`config.mk`:
```
export PLATFORM = sky130hd
export DESIGN_NAME = countdown_timer
export DESIGN_NICKNAME = d
export VERILOG_FILES = /design/src/rtl/cdt_pkg.sv /design/src/rtl/cdt_decode.sv /design/src/rtl/cdt_counter.sv /design/src/rtl/cdt_regs.sv /design/src/rtl/countdown_timer.sv
export SDC_FILE = /design/constraint.sdc
export NUM_CORES = 1
export LEC_CHECK = 0
export ABC_AREA = 1
export BUFFER_PORTS_ARGS = -buffer_cell sky130_fd_sc_hd__buf_2
export CAP_MARGIN = 20
export CORE_MARGIN = 1
export CORE_UTILIZATION = 35
export CTS_CLUSTER_DIAMETER = 200
export DETAILED_ROUTE_END_ITERATION = 6
export PLACE_DENSITY = 0.55
export SLEW_MARGIN = 20
export SYNTH_ARGS = -nofsm -noshare
export SYNTH_HDL_FRONTEND = slang
export SYNTH_SLANG_ARGS = --single-unit
```
`constraint.sdc`:
```
create_clock -name clk -period 1.55 [get_ports clk]
set_input_delay 0.31 -clock clk [delete_from_list [all_inputs] [get_ports clk]]
set_output_delay 0.31 -clock clk [all_outputs]
set_load 0.02 [all_outputs]
```
`src/rtl/cdt_pkg.sv`:
```
package cdt_pkg;

   typedef enum logic [1:0] {
      SEL_STATUS = 2'd0,
      SEL_CTRL   = 2'd1,
      SEL_PERIOD = 2'd2,
      SEL_SNAP   = 2'd3
   } cdt_sel_e;

   localparam int ST_FLAG_BIT  = 0;
   localparam int ST_RUN_BIT   = 1;
   localparam int CT_IE_BIT    = 0;
   localparam int CT_CONT_BIT  = 1;
   localparam int CT_START_BIT = 2;
   localparam int CT_STOP_BIT  = 3;
   localparam int CT_BITS      = 4;

   typedef struct packed {
      logic     wr_status;
      logic     wr_ctrl;
      logic     wr_period;
      logic     rd;
      logic     mapped;
      cdt_sel_e sel;
   } cdt_cmd_t;

endpackage

```
`src/rtl/cdt_decode.sv`:
```
module cdt_decode
   import cdt_pkg::*;
#(
   parameter int ADDR_W = 4
) (
   input  logic              valid,
   input  logic              write,
   input  logic [ADDR_W-1:0] addr,
   output cdt_cmd_t          cmd
);

   logic upper_zero;

   generate
      if (ADDR_W < 4) begin : g_bad
         $error("cdt_decode: ADDR_W must be at least 4");
         assign upper_zero = 1'b0;
      end else if (ADDR_W > 4) begin : g_wide
         assign upper_zero = (addr[ADDR_W-1:4] == '0);
      end else begin : g_exact
         assign upper_zero = 1'b1;
      end
   endgenerate

   logic access;

   always_comb begin
      cmd.mapped    = upper_zero && (addr[1:0] == 2'b00);
      cmd.sel       = cdt_sel_e'(addr[3:2]);
      access        = valid && write && cmd.mapped;
      cmd.wr_status = access && (cmd.sel == SEL_STATUS);
      cmd.wr_ctrl   = access && (cmd.sel == SEL_CTRL);
      cmd.wr_period = access && (cmd.sel == SEL_PERIOD);
      cmd.rd        = valid && !write;
   end

endmodule

```
`src/rtl/cdt_counter.sv`:
```
module cdt_counter #(
   parameter int DATA_W = 32
) (
   input  logic              clk,
   input  logic              rst_n,
   input  logic              load,
   input  logic [DATA_W-1:0] load_val,
   input  logic [DATA_W-1:0] reload_val,
   input  logic              cont,
   input  logic              ctl_wr,
   input  logic              start_cmd,
   input  logic              stop_cmd,
   input  logic              clr_flag,
   output logic [DATA_W-1:0] count,
   output logic              running,
   output logic              flag
);

   generate
      if (DATA_W < 4) begin : g_bad
         $error("cdt_counter: DATA_W must be at least 4");
      end
   endgenerate

   logic              at_end;
   logic              expire;
   logic [DATA_W-1:0] count_d;
   logic              run_d;
   logic              flag_d;

   always_comb begin
      at_end = (count[DATA_W-1:1] == '0);
      expire = running && !load && at_end;

      if (load)
         count_d = load_val;
      else if (expire)
         count_d = cont ? reload_val : '0;
      else if (running)
         count_d = count - 1'b1;
      else
         count_d = count;

      run_d = running;
      if (expire && !cont)
         run_d = 1'b0;
      if (ctl_wr) begin
         if (stop_cmd)
            run_d = 1'b0;
         else if (start_cmd)
            run_d = 1'b1;
      end

      if (expire)
         flag_d = 1'b1;
      else if (clr_flag)
         flag_d = 1'b0;
      else
         flag_d = flag;
   end

   always_ff @(posedge clk or negedge rst_n) begin
      if (!rst_n) begin
         count   <= '0;
         running <= 1'b0;
         flag    <= 1'b0;
      end else begin
         count   <= count_d;
         running <= run_d;
         flag    <= flag_d;
      end
   end

endmodule

```
`src/rtl/cdt_regs.sv`:
```
module cdt_regs
   import cdt_pkg::*;
#(
   parameter int DATA_W  = 32,
   parameter bit IRQ_REG = 1'b0
) (
   input  logic              clk,
   input  logic              rst_n,
   input  cdt_cmd_t          cmd,
   input  logic [DATA_W-1:0] wdata,
   input  logic [DATA_W-1:0] count,
   input  logic              running,
   input  logic              flag,
   output logic [DATA_W-1:0] period,
   output logic              ie,
   output logic              cont,
   output logic              start_cmd,
   output logic              stop_cmd,
   output logic [DATA_W-1:0] rdata,
   output logic              irq
);

   localparam int PAD_CT = DATA_W - CT_BITS;
   localparam int PAD_ST = DATA_W - 2;

   logic [CT_BITS-1:0] ctl_q;
   logic [DATA_W-1:0]  mux;

   assign ie        = ctl_q[CT_IE_BIT];
   assign cont      = ctl_q[CT_CONT_BIT];
   assign start_cmd = wdata[CT_START_BIT];
   assign stop_cmd  = wdata[CT_STOP_BIT];

   always_ff @(posedge clk or negedge rst_n) begin
      if (!rst_n) begin
         ctl_q  <= '0;
         period <= '0;
      end else begin
         if (cmd.wr_ctrl)
            ctl_q <= wdata[CT_BITS-1:0];
         if (cmd.wr_period)
            period <= wdata;
      end
   end

   always_comb begin
      mux = '0;
      if (cmd.mapped) begin
         unique case (cmd.sel)
            SEL_STATUS: mux = {{PAD_ST{1'b0}}, running, flag};
            SEL_CTRL:   mux = {{PAD_CT{1'b0}}, ctl_q};
            SEL_PERIOD: mux = period;
            SEL_SNAP:   mux = count;
            default:    mux = '0;
         endcase
      end
   end

   always_ff @(posedge clk or negedge rst_n) begin
      if (!rst_n)
         rdata <= '0;
      else if (cmd.rd)
         rdata <= mux;
   end

   generate
      if (IRQ_REG) begin : g_irq_ff
         logic irq_q;
         always_ff @(posedge clk or negedge rst_n) begin
            if (!rst_n)
               irq_q <= 1'b0;
            else
               irq_q <= flag && ie;
         end
         assign irq = irq_q;
      end else begin : g_irq_comb
         assign irq = flag && ie;
      end
   endgenerate

endmodule

```
`src/rtl/countdown_timer.sv`:
```
module countdown_timer
   import cdt_pkg::*;
#(
   parameter int DATA_W  = 32,
   parameter int ADDR_W  = 4,
   parameter bit IRQ_REG = 1'b0
) (
   input  logic              clk,
   input  logic              rst_n,
   input  logic              bus_valid,
   input  logic              bus_write,
   input  logic [ADDR_W-1:0] bus_addr,
   input  logic [DATA_W-1:0] bus_wdata,
   output logic [DATA_W-1:0] bus_rdata,
   output logic              irq
);

   cdt_cmd_t          cmd;
   logic [DATA_W-1:0] tmr_count;
   logic [DATA_W-1:0] tmr_period;
   logic              tmr_running;
   logic              tmr_flag;
   logic              tmr_ie;
   logic              tmr_cont;
   logic              start_cmd;
   logic              stop_cmd;

   cdt_decode #(.ADDR_W(ADDR_W)) u_decode (
      .valid (bus_valid),
      .write (bus_write),
      .addr  (bus_addr),
      .cmd   (cmd)
   );

   cdt_regs #(.DATA_W(DATA_W), .IRQ_REG(IRQ_REG)) u_regs (
      .clk       (clk),
      .rst_n     (rst_n),
      .cmd       (cmd),
      .wdata     (bus_wdata),
      .count     (tmr_count),
      .running   (tmr_running),
      .flag      (tmr_flag),
      .period    (tmr_period),
      .ie        (tmr_ie),
      .cont      (tmr_cont),
      .start_cmd (start_cmd),
      .stop_cmd  (stop_cmd),
      .rdata     (bus_rdata),
      .irq       (irq)
   );

   cdt_counter #(.DATA_W(DATA_W)) u_counter (
      .clk        (clk),
      .rst_n      (rst_n),
      .load       (cmd.wr_period),
      .load_val   (bus_wdata),
      .reload_val (tmr_period),
      .cont       (tmr_cont),
      .ctl_wr     (cmd.wr_ctrl),
      .start_cmd  (start_cmd),
      .stop_cmd   (stop_cmd),
      .clr_flag   (cmd.wr_status),
      .count      (tmr_count),
      .running    (tmr_running),
      .flag       (tmr_flag)
   );

endmodule

```
Word level (Yosys, flattened, before mapping)
Index checks and enable logic that the tools add are counted.
{"block": "op_classes", "n_addsub": 1, "eq_ne": 3, "mux": 12, "reduce_logical": 18}
{"operator": "32-bit two-way mux", "n": 5}
{"operator": "32-bit case mux with 4 select lines", "n": 1}
{"operator": "32-bit by 1-bit subtractor with 32-bit output, second input constant", "n": 1}
{"operator": "31-bit logical NOT", "n": 1}
{"operator": "1-bit logical AND", "n": 10}
{"operator": "1-bit two-way mux", "n": 6}
{"operator": "2-bit equality test, second input constant", "n": 2}
{"operator": "2-bit logical NOT", "n": 2}
{"operator": "1-bit logical NOT", "n": 3}
{"operator": "3-bit nonzero test", "n": 1}
{"operator": "2-bit by 1-bit equality test with 1-bit output, second input constant", "n": 1}
{"operator": "2-bit nonzero test", "n": 1}
{"block": "totals", "reg_bits": 102, "output_inout_bits": 33, "wordCells": 40}

Logic depth before layout (Yosys ltp)
Gate-level depths: netlist of the first run.
{"block": "depth", "word_depth": 11, "ltp_mapped": 13, "ltp_nobuf": 13}

Hierarchy
A second synthesis of the first run with hierarchy kept.
{"block": "hier_totals", "hier_cells": 859, "area_unflattened_um2": 6028.3}
{"module": "cdt_regs", "n_inst": 1, "cells_each": 364, "area_each_um2": 3021.6, "seq_area_each_um2": 1701.6}
{"module": "cdt_counter", "n_inst": 1, "cells_each": 479, "area_each_um2": 2934.1, "seq_area_each_um2": 850.8}
{"module": "cdt_decode", "n_inst": 1, "cells_each": 16, "area_each_um2": 72.6, "seq_area_each_um2": 0.0}

Worst setup path after synthesis of the first run
No wires, ideal clock.
{"block": "synth_timing", "path_type": "register to register", "from": "register u_counter.count[20]", "to": "register u_counter.count[12]", "setup_time_ns": 0.120, "arrival_ns": 1.455, "path_slack_ns": -0.025, "path_stages_with_launch": 12, "n_path_buf": 1, "path_cell_list": "dfrtp_1 -> nor2_2 -> nand2_2 -> nor2_2 -> nand3_1 -> nor2_4 -> nor2_8 -> buf_6 -> nand2_1 -> nand3_1 -> o21ai_0 -> inv_1"}
{"block": "synth_via", "elab_chain_cells": 4, "elab_cells_between_ends": 5}
{"element": "start, declared", "line": "cdt_counter.sv:14", "source": "output logic [DATA_W-1:0] count,"}
{"element": "start signal, assigned", "line": "cdt_counter.sv:68", "source": "count <= count_d;"}
{"element": "31-bit logical NOT (*)", "line": "cdt_counter.sv:32", "source": "at_end = (count[DATA_W-1:1] == '0);"}
{"element": "1-bit logical AND (*)", "line": "cdt_counter.sv:33", "source": "expire = running && !load && at_end;"}
{"element": "32-bit two-way mux", "line": "cdt_counter.sv:37", "source": "else if (expire)"}
{"element": "32-bit two-way mux", "line": "cdt_counter.sv:35", "source": "if (load)"}
Every way passes the cells marked *; elsewhere a longest branch is shown, timed or not.
A chain may end at the register's enable or synchronous reset.

Worst setup path in the final report of the first run
{"block": "layout_timing", "from": "register u_counter.count[5]", "to": "register u_counter.count[30]"}
{"block": "layout_via", "elab_chain_cells": 4, "elab_cells_between_ends": 7}
{"element": "32-bit by 1-bit subtractor with 32-bit output or 31-bit logical NOT (tied branches)", "line": "cdt_counter.sv:40, cdt_counter.sv:32"}
{"element": "32-bit two-way mux or 1-bit logical AND (tied branches)", "line": "cdt_counter.sv:39, cdt_counter.sv:33"}
{"element": "32-bit two-way mux", "line": "cdt_counter.sv:37"}
{"element": "32-bit two-way mux", "line": "cdt_counter.sv:35"}
Several ways; a longest one is shown, not always the timed one. The select of a mux whose other input is x is not followed.

==> results.md, run 1 <==
- Gpl congestion: 0.859
- Worst min path class: in -> reg
- Chip height: 131 µm
- Top post-synthesis cells by area: dfrtp_1, nand2_1, inv_1
- Outcome: finished, violations left
- Worst IR Drop VDD: 617 µV
- Clock sink total: 102
- Seq/Total Area, Yosys: 43.6%
- Pwr dens: 1180 mW/mm²
- Failing checks: setup timing
- Routed Antenna Nets: 0
- Startpoint Class: flip-flop
- Setup_tns: -3.24 ns
- Gr ovfl total: 0
- WL/cell: 15.0 µm
- FF/Latch Area: 0.00256 mm²
- Worst Setup SP: u_counter.count[5]
- Starting density of the core: 36.4%
- CTS HTree Levels: 3
- Worst Path Max Fanout: 4
- Filler cells: 1610
- Area Growth Syn to Fin: 36.1%
- WHS: 0.170 ns
- Post-Synthesis Cells: 796
- Yosys top cell area share: 43.6%
- I/O pins: 73
- Pre-antenna DRT Iters: 7
- Maximum clock rate: 597 MHz
- Pleak: 4.10 nW
- Drt drc: 0
- Final hold violation count: 0
- Crit path DAT: 1.93 ns
- Core box area: 0.0161 mm²
- Syn_area_per_cell: 7.36 µm²
- Flop and latch count out of synthesis: 102
- Syn nets: 837
- Critical path capture point type: flip-flop
- Clock Skew: 0.00773 ns
- Multi-input logic area: 0.00296 mm²
- Worst slew pin tran: 0.355 ns
- Post-route minimum period: 1.67 ns
- Cts bufs inserted: 9
- Iter 0 DRT Violations: 397
- Required time worst endpoint: 1.81 ns
- Root buf cell: clkbuf_16
- Die width: 131 µm
- Initial antenna violation count: 0
- Crit share post-route: 108%
- Slew Limit Fails: 0
- Final setup viols: 33
- Syn Std Cell Area: 0.00586 mm²
- Number of global-route vias before repair: 5778
- Post-route setup slack: -0.124 ns
- DR vias/cell: 4.82
- FP Rows: 46
- Cell taking the most area after synthesis: dfrtp_1
- Hpwl dp: 13000 µm
- Full die area: 0.0173 mm²
- First-pass GRT wire length: 29700 µm
- NumNets Final: 1026
- Vias: 5812
- Skew-Pair Late Insertion Delay: 0.36 ns
- Warnings from Yosys: 0
- CTS max path bufs: 2
- Slew HR: 76.3%
- Layout cell share with drive strength beyond 1: 31.6%
- Clock transition at path regs: 0.07 ns
- Crit Path Category: reg -> reg
- Buffers on Ports: 72
- Total Routed Length: 18000 µm
- Unique masters post-synth: 34
- R2R Path Start: u_counter.count[5]
- Startpoint of the worst hold path: bus_wdata[19]
- Gr usage total: 21.8%
- Maxcap violations: 0
- Largest net degree at the start of global routing: 55
- CTS tree: built
- RSZ-0062 raised after global routing: yes
- # diodes: 0
-- cell type report --
class | count | area share [%]
Multi-Input combinational cell | 558 | 37.1
Sequential cell | 102 | 32.1
Timing Repair Buffer | 207 | 18.9
Inverter | 107 | 5.10
Tap cell | 216 | 3.39
Clock buffer | 10 | 3.00
Clock inverter | 6 | 0.471
-- layout by cell type, fill, tap and decap left out, drive strengths merged, types with 16 or more instances in the layout --
cell / n
nand4: 16
o22ai: 17
nand3: 51
inv: 107
nand2: 241
dfrtp: 102
o21ai: 66
nor2: 102
buf: 206
a22o: 28
-- kinds of logic (layout without fill, tap and decap cells) --
| logic type | after synthesis | after routing | share of synthesized area (%) |
|---|---|---|---|
| adder cells (fa/ha/maj) | 1 | 1 | 0.213 |
| buffers and inverters | 139 | 330 | 10.3 |
| AO/OA/AOI/OAI | 133 | 133 | 14.5 |
| flip-flops | 102 | 102 | 43.6 |
| XOR/XNOR | 11 | 11 | 1.64 |
| AND/OR/NAND/NOR | 410 | 413 | 29.8 |
-- cell usage after synthesis, drive strengths merged --
| master | count |
|---|---|
| nand4 | 16 |
| inv | 107 |
| nand2 | 241 |
| o22ai | 17 |
| a221oi | 1 |
| o21ai | 66 |
| ha | 1 |
| nor2 | 99 |
| buf | 19 |
| dfrtp | 102 |
| xnor2 | 1 |
| a22o | 28 |
| nor3 | 3 |
| a21oi | 10 |
| a22oi | 1 |
| a32o | 1 |
| nand3 | 51 |
| a31oi | 1 |
| o221ai | 1 |
| clkbuf | 13 |
| xor2 | 10 |
| o21bai | 7 |
-- worst paths after layout --
check / end / cells after the start / slack (ns)
hold reg to reg: u_regs.rdata[2] / 2 / 0.49
min in group asynchronous: u_regs.rdata[0] / 3 / 0.48
setup reg to reg: u_counter.count[30] / 13 / -0.12
max in group asynchronous: u_counter.count[12] / 3 / 0.79
hold / removal: u_regs.period[19] / 3 / 0.17
setup / recovery: u_counter.count[30] / 13 / -0.12
-- worst max-delay path, stage by stage (launching register included) --
cell and delay (ns):
dfrtp_1 0.43, buf_4 0.16, nor2_2 0.10, nand3_2 0.18, inv_2 0.09, nand2_1 0.11, inv_1 0.09, nand2_1 0.05
nand2_1 0.06, nand2_1 0.04, nand3_1 0.08, nand3_1 0.07, nand2_1 0.06, inv_1 0.03
-- state kept, by name (all words and copies together) (netlist names) --
| signal | count |
|---|---|
| u_counter.count | 32 |
| u_counter.flag | 1 |
| u_counter.running | 1 |
| u_regs.ctl_q | 4 |
| u_regs.period | 32 |
| u_regs.rdata | 32 |
-- routing by layer --
metal / up-vias / global-route usage, % / share of wire [%]
met1: 2733 / 31.1 / 51
met3: 18 / 2.62 / 3.6
met4: 0 / 7.56 / 1.6
met2: 123 / 33.9 / 44
li1: 2938 / - / -
met5: - / 0 / 0
-- timing repair --
action	4_1_cts	5_1_grt
gates cloned	2	2
setup endpoints to repair	34	34
pin swaps	17	10
resized for setup	55	31
endpoints found under the hold margin	102	0
buffers inserted	13	1
hold buffers	1	0
-- metrics by stage --
stage                     instance area (µm²)  total power [W]  utilization, %  worst slack [ns]  std cells
after CTS                                7860          0.00929            48.8            -0.112       1203
after floorplan                          5870          0.00537               -          0.000836        796
final                                    7980          0.00940            49.5            -0.124       1206
after detailed placement                 7290          0.00685            45.2            -0.308       1171
after global routing                     7980           0.0100            49.5            -0.283       1206
after global placement                   7290          0.00682            45.2            -0.262       1171
-- power by group --
group | switching, W | internal (W) | leakage (nW)
Sequential | 0.000479 | 0.00324 | 1.22
Combinational | 0.00186 | 0.00163 | 2.76
Clock | 0.00107 | 0.00113 | 0.130
Total | 0.00340 | 0.00599 | 4.10
No activity file was read; power rests on OpenSTA's default activity.
==> inputs of run 2 (changes only) <==
PLACE_DENSITY = 0.53   (was 0.55)
clock period = 1.95 ns   (was 1.55 ns; I/O delays follow)
==> run 2 against run 1 <==
Effect of this change:
- critical path depth is 3 lower
- largest power group unchanged
- fmax is 7.3% lower
- first-iteration DRC count is 14% lower
- sequential share of layout area is 4.1 points higher
- combinational power is 40% lower
- critical path type unchanged
- register-to-register slack better by 0.27 ns
- clock skew is 0.0021 ns higher
- highest routed layer unchanged
- the flow now finishes without violations
- non-clock buffer count is 92 lower
- via count is 7.7% lower
==> results.md, run 2 (same netlist as run 1, synthesis figures left out) <==
- RSZ-0062 raised after global routing: yes
- Skew-Pair Late Insertion Delay: 0.36 ns
- Maximum clock rate: 554 MHz
- Worst slew pin tran: 0.495 ns
- Pleak: 3.64 nW
- FP Rows: 46
- Crit share post-route: 92.6%
- Buffers on Ports: 72
- DR vias/cell: 4.83
- Area Growth Syn to Fin: 20.5%
- Die width: 131 µm
- Required time worst endpoint: 2.25 ns
- Gr ovfl total: 0
- Filler cells: 1722
- Core Util, Final: 43.8%
- Pwr dens: 996 mW/mm²
- Chip height: 131 µm
- Crit Path Category: reg -> reg
- Pre-antenna DRT Iters: 5
- Gpl congestion: 0.885
- Final Non-Filler Cells: 1111
- Root buf cell: clkbuf_16
- Core box area: 0.0161 mm²
- I/O pins: 73
- CTS max path bufs: 2
- FF/Latch Area: 0.00255 mm²
- CTS tree: built
- Startpoint Class: flip-flop
- Hpwl dp: 12700 µm
- Largest net degree at the start of global routing: 44
- Post-route minimum period: 1.81 ns
- Top flop regs: u_counter.count (32), u_regs.period (32), u_regs.rdata (32)
- Gr usage total: 21.0%
- Final hold violation count: 0
- NumNets Final: 931
- Most common cell after layout, fill and taps aside: nand2_1
- Critical Path Slowest Stage Cell: dfrtp_1
- Cts bufs inserted: 9
- Slew Limit Fails: 0
- Critical path capture point type: flip-flop
- Outcome: finished clean
- # diodes: 0
- Slew HR: 66.9%
- WL/cell: 15.2 µm
- Crit path DAT: 2.10 ns
- Most frequent cells in the layout: nand2_1, inv_1, dfrtp_1
- Clock transition at path regs: 0.07 ns
- Number of global-route vias before repair: 5341
- Setup Fix Bufs, Post-CTS: 0
- Starting density of the core: 36.4%
- Worst Path Max Fanout: 20
- Hold Crit Depth: 2
- Maxcap violations: 0
- Iter 0 DRT Violations: 342
- Final setup viols: 0
- Multi-input logic area: 0.00273 mm²
- Layout cell share with drive strength beyond 1: 18.3%
- Clock sink total: 102
- Full die area: 0.0173 mm²
- CTS HTree Levels: 3
- Worst min path class: in -> reg
- Clock Skew: 0.00986 ns
- Drt drc: 0
- First-pass GRT wire length: 28600 µm
- Total Routed Length: 16900 µm
- Vias: 5362
- Inst Count DP: 1094
- Initial antenna violation count: 0
- Highest cell delay on the worst timing path: 0.44 ns
- R2R depth: 10
- Routed Antenna Nets: 0
- Worst IR Drop VDD: 524 µV
- Cell Chain, Critical Path: nor2_2 > nand2_1 > nor2_2 > inv_1 > nor2_4 > nand3_2 > buf_12 > o21ai_1 > nor2_1 > nor2_1
-- run 2: changes by cell type in the layout (fill, tap and decap cells not counted), sizes merged --
cell / before / now
buf: 206 / 114
clkbuf: 10 / 11
nor2: 102 / 99
bufinv: 0 / 2
clkinv: 3 / 1
inv: 107 / 108
clkinvlp: 3 / 1
-- run 2: report_power, final --
part / internal [W] / switching (W)
logic: 0.000838 / 0.00126
registers: 0.00257 / 0.000373
clock network: 0.00116 / 0.000832
total: 0.00457 / 0.00246
-- run 2: timing repair --
action | 4_1_cts | 5_1_grt
gates resized for setup | 0 | 9
hold buffers | 1 | 0
setup endpoints to repair | 0 | 12
hold endpoints to repair | 18 | 0
-- run 2: cell type report --
class                   instances  area share [%]
multi-input cells             555            38.6
flip-flops and latches        102            36.2
repair buffers                115            11.0
inverters                     107            5.76
well taps                     216            3.83
clock buffers                  11            3.44
clock inverters                 5            1.15
-- run 2: path summary, 6_finish.rpt --
| path | from | endpoint | slack, ns |
|---|---|---|---|
| max | u_counter.count[12] | u_counter.count[16] | 0.14 |
| min | bus_wdata[3] | u_counter.running | 0.24 |
| max reg2reg | u_counter.count[12] | u_counter.count[16] | 0.14 |
| min reg2reg | u_regs.rdata[0] | u_regs.rdata[0] | 0.49 |
| max in group asynchronous | rst_n | u_regs.period[23] | 0.94 |
| min in group asynchronous | rst_n | u_regs.ctl_q[0] | 0.47 |
-- run 2: layer usage --
layer / GRT usage, % / share of wire (%) / wire length, µm
met1: 30.9 / 51 / 8710
met2: 31.7 / 43 / 7310
met3: 2.58 / 3.9 / 664
met4: 6.72 / 1.5 / 255
met5: 0 / 0 / 0
-- run 2: metrics by stage --
stage | TNS, ns | hold slack, ns | power [W] | worst slack (ns) | instance area [µm²]
6_report | 0 | 0.240 | 0.00703 | 0.145 | 7060
5_1_grt | -0.0145 | 0.254 | 0.00753 | -0.0117 | 7060
4_1_cts | 0 | 0.225 | 0.00708 | 0.109 | 7040
3_5_place_dp | 0 | 0.309 | 0.00505 | 0.0882 | 6700
3_3_place_gp | 0 | 0.303 | 0.00504 | 0.134 | 6700
2_1_floorplan | 0 | 0.0944 | 0.00426 | 0.375 | 5860
-- run 2: worst max-delay path: cells and delay by family (launching register included) --
| family | cells | cell delay, ns |
|---|---|---|
| buffers and inverters | 2 | 0.30 |
| flip-flops | 1 | 0.44 |
| AND/OR/NAND/NOR | 7 | 0.81 |
| AO/OA/AOI/OAI | 1 | 0.19 |
==> inputs of run 3 (changes only) <==
CAP_MARGIN = unset   (was 20)
SYNTH_HIERARCHICAL = 1   (was unset)
==> run 3 against run 2 <==
Effect of this change:
- clock skew fell by 0.0034 ns
- combinational power increased by 92%
- via count grew 4.1%
- worst setup slack improved by 0.018 ns
- first-iteration DRC count grew 2.9%
- critical path depth is 1 higher
- wire length increased by 0.15%
- count of clock-buffer cells in the layout unchanged
- power grew 30%
- sequential share of layout area fell by 1.5 points
- largest cell class unchanged
==> results.md, run 3 <==
- Outcome: finished clean
- Final setup viols: 0
- Share of total power in the clock network: 23.4%
- Crit path DAT: 2.03 ns
- Final hold violation count: 0
- Core box area: 0.0167 mm²
- Slew HR: 55.6%
- Slew Limit Fails: 0
- Clock transition at path regs: 0.07 ns
- Top flop regs: u_counter/count (32), u_regs/period (32), u_regs/rdata (32)
- Area Growth Syn to Fin: 22.1%
- Most common cell after layout, fill and taps aside: nand2_1
- CTS HTree Levels: 3
- Maxcap violations: 0
- Flop and latch count out of synthesis: 102
- Chip height: 133 µm
- Global-route layer with the greatest usage: met2
- Starting density of the core: 36.1%
- Clock Skew: 0.00648 ns
- Seq/Total Area, Yosys: 42.3%
- Filler cells: 1756
- Vias: 5581
- DR vias/cell: 4.70
- Full die area: 0.0178 mm²
- I/O pins: 73
- Syn_area_per_cell: 7.02 µm²
- Final Power: 0.00916 W
- Combinational share of power: 44.0%
- P_sw: 0.00365 W
- Worst Path Max Fanout: 10
- Syn Std Cell Area: 0.00603 mm²
- Cell taking the most area after synthesis: dfrtp_1
- Clock sink total: 102
- Synth Flop Type: dfrtp_1
- Reg power frac: 32.7%
- Hpwl dp: 11900 µm
- Hold buffer count at cts: 0
- Synth top cells by count: nand2_1, dfrtp_1, nor2_1
- Top post-synthesis cells by area: dfrtp_1, nand2_1, nor2_1
- Post-route setup slack: 0.163 ns
- FFs w/ async S/R, synth: 100%
- Worst IR Drop VDD: 518 µV
- Setup_tns: 0 ns
- Iter 0 DRT Violations: 352
- Inst Count DP: 1168
- Initial antenna violation count: 0
- Buffers on Ports: 72
- Drt drc: 0
- Gr ovfl total: 0
- Post-Place Worst Slack: -0.0796 ns
- Pre-antenna DRT Iters: 5
- Syn nets: 900
- Die width: 133 µm
- GR Util met2: 30.8%
- # diodes: 0
- GR met1 Demand/Resource: 29.1%
- Unique masters post-synth: 33
- FP Rows: 47
- Warnings from Yosys: 6
- First-pass GRT wire length: 27900 µm
- CTS tree: built
- Crit share post-route: 91.7%
- Pwr dens: 1240 mW/mm²
- Internal: 0.00550 W
- Largest net degree at the start of global routing: 103
- Worst slew pin tran: 0.666 ns
- WL/cell: 14.3 µm
- Total Routed Length: 17000 µm
- Pleak: 3.94 nW
- Startpoint Class: flip-flop
- Cts bufs inserted: 9
- Skew-Pair Late Insertion Delay: 0.36 ns
- Post-route minimum period: 1.79 ns
- Gr usage total: 20.0%
- Worst min path class: in -> async
- Required time worst endpoint: 2.19 ns
- CTS max path bufs: 2
- Crit Path Category: reg -> reg
- Number of global-route vias before repair: 5241
- Critical path capture point type: flip-flop
- NumNets Final: 1004
- Most frequent cells in the layout: nand2_1, dfrtp_1, buf_2
- GRT met3 Usage: 3.04%
- Maximum clock rate: 559 MHz
- Sw Ratio: 39.9%
- Number of flops mapped to enable cells by yosys: 0
- Post-Synthesis Cells: 859
- Routed Antenna Nets: 0
- Yosys top cell area share: 42.3%
- Layout cell share with drive strength beyond 1: 21.0%
- Root buf cell: clkbuf_16
- Final Non-Filler Cells: 1188
- Most numerous cell in the Yosys netlist: nand2_1
- Gpl congestion: 0.844
## run 3: cell types whose count changed in the layout (fill, tap and decap cells not counted), moves of 8 or more
cell	previous run	this run
a22o_1	28	0
a22oi_1	1	26
buf_4	35	53
inv_1	105	67
inv_2	0	8
mux2_2	0	8
nand2_1	236	357
nand4_1	16	4
nor2_1	83	62
o21ai_0	50	38
o21ai_1	16	30
o22ai_1	17	0
## run 3: cells by family after synthesis
family                   synth area share [%]
AND/OR/NAND/NOR                          35.7
buffers and inverters                    8.47
AO/OA/AOI/OAI                            10.4
flip-flops                               42.3
XOR/XNOR                                 1.45
multiplexers                             1.49
adder cells (fa/ha/maj)                 0.208
## run 3: path summary, 6_finish.rpt
path	slack (ns)	cells past startpoint	startpoint	to
setup / recovery	0.16	11	u_counter/count[25]	u_counter/count[27]
hold / removal	0.02	2	rst_n	u_regs/rdata[9]
setup reg to reg	0.16	11	u_counter/count[25]	u_counter/count[27]
hold reg to reg	0.47	2	u_regs/rdata[23]	u_regs/rdata[23]
max in group asynchronous	1.35	2	rst_n	u_counter/running
min in group clk	0.26	3	bus_wdata[22]	u_regs/period[22]
## run 3: per-layer routing
| metal | vias to the layer above | wire length, µm |
|---|---|---|
| met4 | 0 | 192 |
| met2 | 96 | 7520 |
| li1 | 2915 | - |
| met5 | - | 0 |
| met3 | 14 | 615 |
| met1 | 2556 | 8640 |
## run 3: layout make-up
type	count	area (µm²)	share of cell area (%)
flip-flops and latches	102	2550	34.7
inverters	76	285	3.88
clock buffers	11	253	3.43
multi-input cells	643	3000	40.7
well taps	220	275	3.74
repair buffers	131	893	12.1
clock inverters	5	104	1.41
## run 3: worst max-delay path: stages (launching register included)
cell,delay [ns]
dfrtp_1,0.39
nor2_2,0.16
nand2_1,0.19
nor2_1,0.14
nand2_1,0.08
nor2_2,0.14
nand2_1,0.09
buf_4,0.20
nand3_1,0.12
nand2_1,0.06
nand2_1,0.05
nand2_1,0.05
## run 3: power groups by stage
stage,sequential (W),clock (W),combinational (W)
finish,0.00299,0.00214,0.00402
global route,0.00306,0.00228,0.00453
CTS,0.00298,0.00221,0.00399
detailed placement,0.00302,0,0.00397
global placement,0.00302,0,0.00396
floorplan,0.00310,0,0.00250
## run 3: through the flow
| step | utilization [%] | hold WS [ns] | cell area [µm²] |
|---|---|---|---|
| detailed placement | 41.6 | 0.461 | 6950 |
| floorplan | - | 0.0944 | 6030 |
| finish | 44.1 | 0.0183 | 7360 |
| global route | 44.1 | 0.166 | 7360 |
| global placement | 41.6 | 0.458 | 6950 |
| CTS | 43.8 | 0.127 | 7310 |
## run 3: what timing repair did
item | CTS | global route
endpoints found under the setup margin | 0 | 19
resized for setup | 0 | 8
setup buffers | 0 | 4
